==> config.mk <==
export PLATFORM = sky130hd
export DESIGN_NAME = fpx_status_unit
export DESIGN_NICKNAME = d
export VERILOG_FILES = /design/src/rtl/fpx_pkg.sv /design/src/rtl/fpx_cc_gen.sv /design/src/rtl/fpx_accrue.sv /design/src/rtl/fpx_status_unit.sv
export SDC_FILE = /design/constraint.sdc
export NUM_CORES = 1
export LEC_CHECK = 0
export ABC_AREA = 1
export BUFFER_PORTS_ARGS = -buffer_cell sky130_fd_sc_hd__clkbuf_2
export CAP_MARGIN = 0
export CELL_PAD_IN_SITES_DETAIL_PLACEMENT = 1
export CELL_PAD_IN_SITES_GLOBAL_PLACEMENT = 2
export CORE_MARGIN = 4
export CORE_UTILIZATION = 16
export DETAILED_ROUTE_END_ITERATION = 8
export HOLD_SLACK_MARGIN = 0.12
export MAX_ROUTING_LAYER = met4
export PLACE_DENSITY = 0.8
export REMOVE_ABC_BUFFERS = 1
export SETUP_SLACK_MARGIN = 0.05
export SYNTH_ARGS = -nofsm -noshare
export SYNTH_HDL_FRONTEND = slang
export SYNTH_SLANG_ARGS = --single-unit
==> constraint.sdc <==
create_clock -name clk -period 0.9 [get_ports clk]
set_input_delay 0.18 -clock clk [delete_from_list [all_inputs] [get_ports clk]]
set_output_delay 0.18 -clock clk [all_outputs]
set_load 0.01 [all_outputs]
==> src/rtl/fpx_pkg.sv <==
package fpx_pkg;
  localparam int SR_W    = 32;
  localparam int EXC_W   = 8;
  localparam int ACC_W   = 5;
  localparam int CC_W    = 4;
  localparam int CC_LSB  = 24;
  localparam int EXC_LSB = 8;
  localparam int ACC_LSB = 3;
  localparam int EN_LSB  = 8;

  // exception byte bit indices
  localparam int EX_BSUN  = 7;
  localparam int EX_SNAN  = 6;
  localparam int EX_OPERR = 5;
  localparam int EX_OVFL  = 4;
  localparam int EX_UNFL  = 3;
  localparam int EX_DZ    = 2;
  localparam int EX_INEX2 = 1;
  localparam int EX_INEX1 = 0;

  // accrued field bit indices
  localparam int AC_IOP  = 4;
  localparam int AC_OVFL = 3;
  localparam int AC_UNFL = 2;
  localparam int AC_DZ   = 1;
  localparam int AC_INEX = 0;

  // condition code bit indices
  localparam int CC_N   = 3;
  localparam int CC_Z   = 2;
  localparam int CC_I   = 1;
  localparam int CC_NAN = 0;

  typedef enum logic [2:0] {
    RC_NUM  = 3'd0,
    RC_ZERO = 3'd1,
    RC_INF  = 3'd2,
    RC_QNAN = 3'd3,
    RC_SNAN = 3'd4
  } res_class_e;

  function automatic logic [CC_W-1:0] cc_of(input logic [2:0] cls, input logic sign);
    logic [CC_W-1:0] c;
    c = '0;
    c[CC_N] = sign;
    case (cls)
      RC_ZERO: c[CC_Z]   = 1'b1;
      RC_INF:  c[CC_I]   = 1'b1;
      RC_QNAN: c[CC_NAN] = 1'b1;
      RC_SNAN: c[CC_NAN] = 1'b1;
      default: ;
    endcase
    return c;
  endfunction

  function automatic logic [ACC_W-1:0] accrue_of(input logic [EXC_W-1:0] e);
    logic [ACC_W-1:0] a;
    a[AC_IOP]  = e[EX_BSUN] | e[EX_SNAN] | e[EX_OPERR];
    a[AC_OVFL] = e[EX_OVFL];
    a[AC_UNFL] = e[EX_UNFL] & e[EX_INEX2];
    a[AC_DZ]   = e[EX_DZ];
    a[AC_INEX] = e[EX_INEX1] | e[EX_INEX2] | e[EX_OVFL];
    return a;
  endfunction
endpackage

==> src/rtl/fpx_cc_gen.sv <==
module fpx_cc_gen
  import fpx_pkg::*;
(
  input  logic [2:0]       res_class,
  input  logic             res_sign,
  input  logic [EXC_W-1:0] res_exc,
  output logic [CC_W-1:0]  cc_next,
  output logic [EXC_W-1:0] exc_next
);
  logic snan_seen;

  always_comb begin
    snan_seen = (res_class == RC_SNAN);
    cc_next   = cc_of(res_class, res_sign);
    exc_next  = res_exc;
    exc_next[EX_SNAN] = res_exc[EX_SNAN] | snan_seen;
  end
endmodule

==> src/rtl/fpx_accrue.sv <==
module fpx_accrue
  import fpx_pkg::*;
(
  input  logic [EXC_W-1:0] exc_cur,
  input  logic [EXC_W-1:0] en_cur,
  output logic [ACC_W-1:0] acc_set,
  output logic             trap_hit
);
  logic [EXC_W-1:0] armed;

  always_comb begin
    acc_set  = accrue_of(exc_cur);
    armed    = exc_cur & en_cur;
    trap_hit = |armed;
  end
endmodule

==> src/rtl/fpx_status_unit.sv <==
module fpx_status_unit
  import fpx_pkg::*;
(
  input  logic            clk,
  input  logic            rst_n,
  input  logic            wr_sr_en,
  input  logic [SR_W-1:0] wr_sr_data,
  input  logic            wr_cr_en,
  input  logic [SR_W-1:0] wr_cr_data,
  input  logic            res_valid,
  input  logic [2:0]      res_class,
  input  logic            res_sign,
  input  logic [7:0]      res_exc,
  input  logic            upd_stb,
  output logic [SR_W-1:0] sr_q,
  output logic [SR_W-1:0] cr_q,
  output logic            trap_req
);
  logic [CC_W-1:0]  cc_q;
  logic [EXC_W-1:0] exc_q;
  logic [ACC_W-1:0] acc_q;
  logic [EXC_W-1:0] en_q;
  logic             trap_q;

  logic [CC_W-1:0]  cc_next;
  logic [EXC_W-1:0] exc_next;
  logic [ACC_W-1:0] acc_set;
  logic             trap_hit;

  // named internal events
  logic res_take;
  logic upd_take;

  assign res_take = res_valid & ~wr_sr_en;
  assign upd_take = upd_stb & ~wr_sr_en;

  fpx_cc_gen u_cc (
    .res_class (res_class),
    .res_sign  (res_sign),
    .res_exc   (res_exc),
    .cc_next   (cc_next),
    .exc_next  (exc_next)
  );

  fpx_accrue u_acc (
    .exc_cur  (exc_q),
    .en_cur   (en_q),
    .acc_set  (acc_set),
    .trap_hit (trap_hit)
  );

  always_ff @(posedge clk) begin
    if (!rst_n) begin
      cc_q   <= '0;
      exc_q  <= '0;
      acc_q  <= '0;
      en_q   <= '0;
      trap_q <= 1'b0;
    end else begin
      if (wr_sr_en) begin
        cc_q  <= wr_sr_data[CC_LSB  +: CC_W];
        exc_q <= wr_sr_data[EXC_LSB +: EXC_W];
        acc_q <= wr_sr_data[ACC_LSB +: ACC_W];
      end else begin
        if (res_take) begin
          cc_q  <= cc_next;
          exc_q <= exc_next;
        end
        if (upd_take) acc_q <= acc_q | acc_set;
      end
      if (wr_cr_en) en_q <= wr_cr_data[EN_LSB +: EXC_W];
      trap_q <= upd_take & trap_hit;
    end
  end

  always_comb begin
    sr_q = '0;
    sr_q[CC_LSB  +: CC_W]  = cc_q;
    sr_q[EXC_LSB +: EXC_W] = exc_q;
    sr_q[ACC_LSB +: ACC_W] = acc_q;
    cr_q = '0;
    cr_q[EN_LSB +: EXC_W]  = en_q;
  end

  assign trap_req = trap_q;

  AST_TRAP_AFTER_STROBE: assert property (@(posedge clk) disable iff (!rst_n)
    trap_req |-> $past(upd_take));

  AST_ACCRUED_STICKY: assert property (@(posedge clk) disable iff (!rst_n)
    !wr_sr_en |=> ((acc_q & $past(acc_q)) == $past(acc_q)));

  AST_UNFL_NEEDS_INEX: assert property (@(posedge clk) disable iff (!rst_n)
    $rose(acc_q[AC_UNFL]) |-> ($past(wr_sr_en) || ($past(exc_q[EX_UNFL]) && $past(exc_q[EX_INEX2]))));

  AST_WRITE_WINS: assert property (@(posedge clk) disable iff (!rst_n)
    wr_sr_en |=> (sr_q[EXC_LSB +: EXC_W] == $past(wr_sr_data[EXC_LSB +: EXC_W])) && !trap_req);

  AST_CC_CLASS_ONEHOT: assert property (@(posedge clk) disable iff (!rst_n)
    res_take |=> $onehot0(cc_q[CC_Z:CC_NAN]));
endmodule

==> metrics.txt <==
R2R Path End=acc_q[0]$_SDFFE_PN0P_; total track usage=~10%; Synth top area share=34.99%; critical path data arrival time=roughly 0.76 ns; clock-pin slew on the worst setup and hold paths=roughly 0.10 ns; RSZ-0062 raised after global routing=yes; total CTS buffers=3; Initial DRT Pass Iterations=4; EDFF count, synth=0; Initial Utilization=about 17%; main flop type after synthesis=dfxtp_1; CTS Root Cell=clkbuf_8; Setup violations, final=19; clk sinks=26; Vias=between 1,500 and 2,000; hold path depth=3; Worst Path Max Fanout=2; CP cell instances=buf_6; htree depth=1; hold_sp=wr_cr_data[8]; overall power=2.832 mW; global placement routability congestion=~0.7; DP Wirelength=roughly 4200 um; P_leak=1.236 nW; Total Nets Final=around 390; Seq/Total Area, Yosys=34.99%; Startpoint Class=flip-flop; I/O Buffers=68; worst path bufs/invs=1; vias in the first global route=roughly 1,700; core area=0.008891 sq mm; Final Cell Area=about 0.0023 sq mm; post-route minimum period=0.9402 ns; r2r startpoint=exc_q[0]$_SDFFE_PN0P_; Max Cap Viol=0; total die area=about 0.011 sq mm; critical path's slowest cell=dfxtp_2; Clock Skews=roughly 0.0055 ns; area grow syn2layout=57.53%; hold path endpoint=en_q[0]$_SDFFE_PN0P_; cell area after synthesis=around 0.0015 sq mm; Syn Area/Cell=~6.8 sq um; Worst Path Class, Setup=flip-flop to primary output; Synth async-reset ratio=0%; CTS tree=yes; period utilisation layout=104.5%; top cells by area, synth=dfxtp_1, buf_4, nand2_1, nor2_1, inv_1; Worst path max stage delay=0.37 ns; status=finished, violations left; layout cells sized above 1=approximately 45%; Max Slew Vio Count=0; die height=~100 um; R2R cell count=5; Rows=34; Setup crit end kind=primary output; diode count=0; Synth area leader=dfxtp_1; FMAX=1064 MHz; DRC Markers=0; Final Hold Fails=0; die span in x=104.4 um; failing checks=negative setup slack; top-count cell post-synth=nand2_1; Post-Syn Instances=around 220; #FFs+latches synth=26; PD cells=~1200 mW/mm^2; largest net degree at the start of global routing=17; Worst Path Required=0.72 ns; I/O pin count=147; Starting DRT DRC Count=20; worst ir drop on vdd=between 0.4 and 0.5 mV; Synth top cells by count=nand2_1, buf_4, nor2_1; final setup margin=-0.04018 ns; Cell Area, Placed=about 0.0019 sq mm; count of unique library cells instantiated by Yosys=18; Filler cells=about 1,100; vias per cell=3.813; Reg2Reg Setup Slack=~0.040 ns; total global routing overflow=0; clk buf depth=2; wire length per cell=between 10 and 15 um; initial antenna violation count=0; first-pass GRT wire length=roughly 8400 um; Synth Warn #=0; final WL=5431 um; crit-path leading delay family=flip-flops; WP depth=1; worst skew pair latency=roughly 0.28 ns; min-delay worst type=input pin to flip-flop; antenna-violating nets left=0
layer usage:
layer	up-vias	part of all wire (%)	track usage (%)
met5	-	0	-
met4	0	0	1.140
met3	0	9.3	3.724
met2	79	47	17.02
met1	724	43	11.66
li1	783	-	-
stage by stage:
| stage | hold slack [ns] | std cells | setup TNS [ns] | utilization (%) | worst slack [ns] |
|---|---|---|---|---|---|
| final | 0.1318 | 416 | -0.4084 | 26.36 | -0.04018 |
| after CTS | 0.1209 | 416 | -1.178 | 24.49 | -0.07537 |
| after global placement | 0.4083 | 395 | -0.9022 | 20.88 | -0.09170 |
| after detailed placement | 0.4168 | 395 | -2.084 | 20.88 | -0.1971 |
| after global routing | 0.1377 | 416 | -1.426 | 26.36 | -0.08104 |
| after floorplan | 0.2776 | 212 | -0.06774 | - | -0.02705 |
power by group:
group | switching (mW) | total (mW) | internal, mW
sequential | 0.0655 | 1.30 | 1.24
clock | 0.403 | 0.704 | 0.301
combinational | 0.413 | 0.827 | 0.414
worst register-to-register path, stage by stage, from the launching register on:
cell	delay (ns)
dfxtp_4	0.36
buf_6	0.12
nor2_4	0.10
nand2_2	0.06
nand2_2	0.06
a21oi_2	0.05
worst max-delay path by stage:
stage / slack [ns] / from / endpoint
floorplan: -0.03 / wr_sr_en / cc_q[0]$_SDFFE_PN0P_
global placement: -0.09 / wr_sr_en / acc_q[2]$_SDFFE_PN0P_
detailed placement: -0.20 / wr_sr_en / cc_q[2]$_SDFFE_PN0P_
CTS: -0.08 / exc_q[6]$_SDFFE_PN0P_ / sr_q[14]
global route: -0.08 / exc_q[6]$_SDFFE_PN0P_ / sr_q[14]
finish: -0.04 / exc_q[6]$_SDFFE_PN0P_ / sr_q[14]
state kept, by name, indices dropped and copies added, names as in the netlist:
| name | count |
|---|---|
| en_q | 8 |
| exc_q | 8 |
| acc_q | 5 |
| cc_q | 4 |
| trap_req | 1 |
cells in the final DEF (no fill, tap or decap), types with 9 or more instances in the layout:
master | synthesis | final
buf_4 | 41 | 16
buf_6 | 0 | 26
clkbuf_2 | 0 | 42
conb_1 | 1 | 39
dfxtp_2 | 0 | 20
inv_1 | 17 | 16
nand2_1 | 60 | 52
nand3_1 | 10 | 9
nor2_1 | 27 | 23
o21ai_0 | 11 | 10
kinds of logic (layout without fill, tap and decap cells):
kind of cell,after synthesis,after routing,synth area share [%]
AOI/OAI and AO/OA,28,28,10.77
buffers and inverters,62,113,26.24
DFF,26,26,34.99
other,1,39,0.2521
and+or+nand+nor,102,102,27.76
what timing repair did:
item                                    4_1_cts  5_1_grt
gates cloned                                  0        0
pin swaps                                     9        7
resized for setup                            49       61
hold buffers                                  1        0
hold endpoints to repair                      1        0
endpoints found under the setup margin       28       34
buffers inserted                             17        0
area by class of cell:
| type | instances | area [sq um] | share of cell area, % |
|---|---|---|---|
| sequential | 26 | 568.0 | 24.24 |
| multi-input combinational | 169 | 772.0 | 32.94 |
| inverter | 17 | 63.81 | 2.723 |
| timing repair buffer | 93 | 763.2 | 32.57 |
| tap | 108 | 135.1 | 5.766 |
| clock buffer | 3 | 41.29 | 1.762 |
No activity file was read; power rests on OpenSTA's default activity.
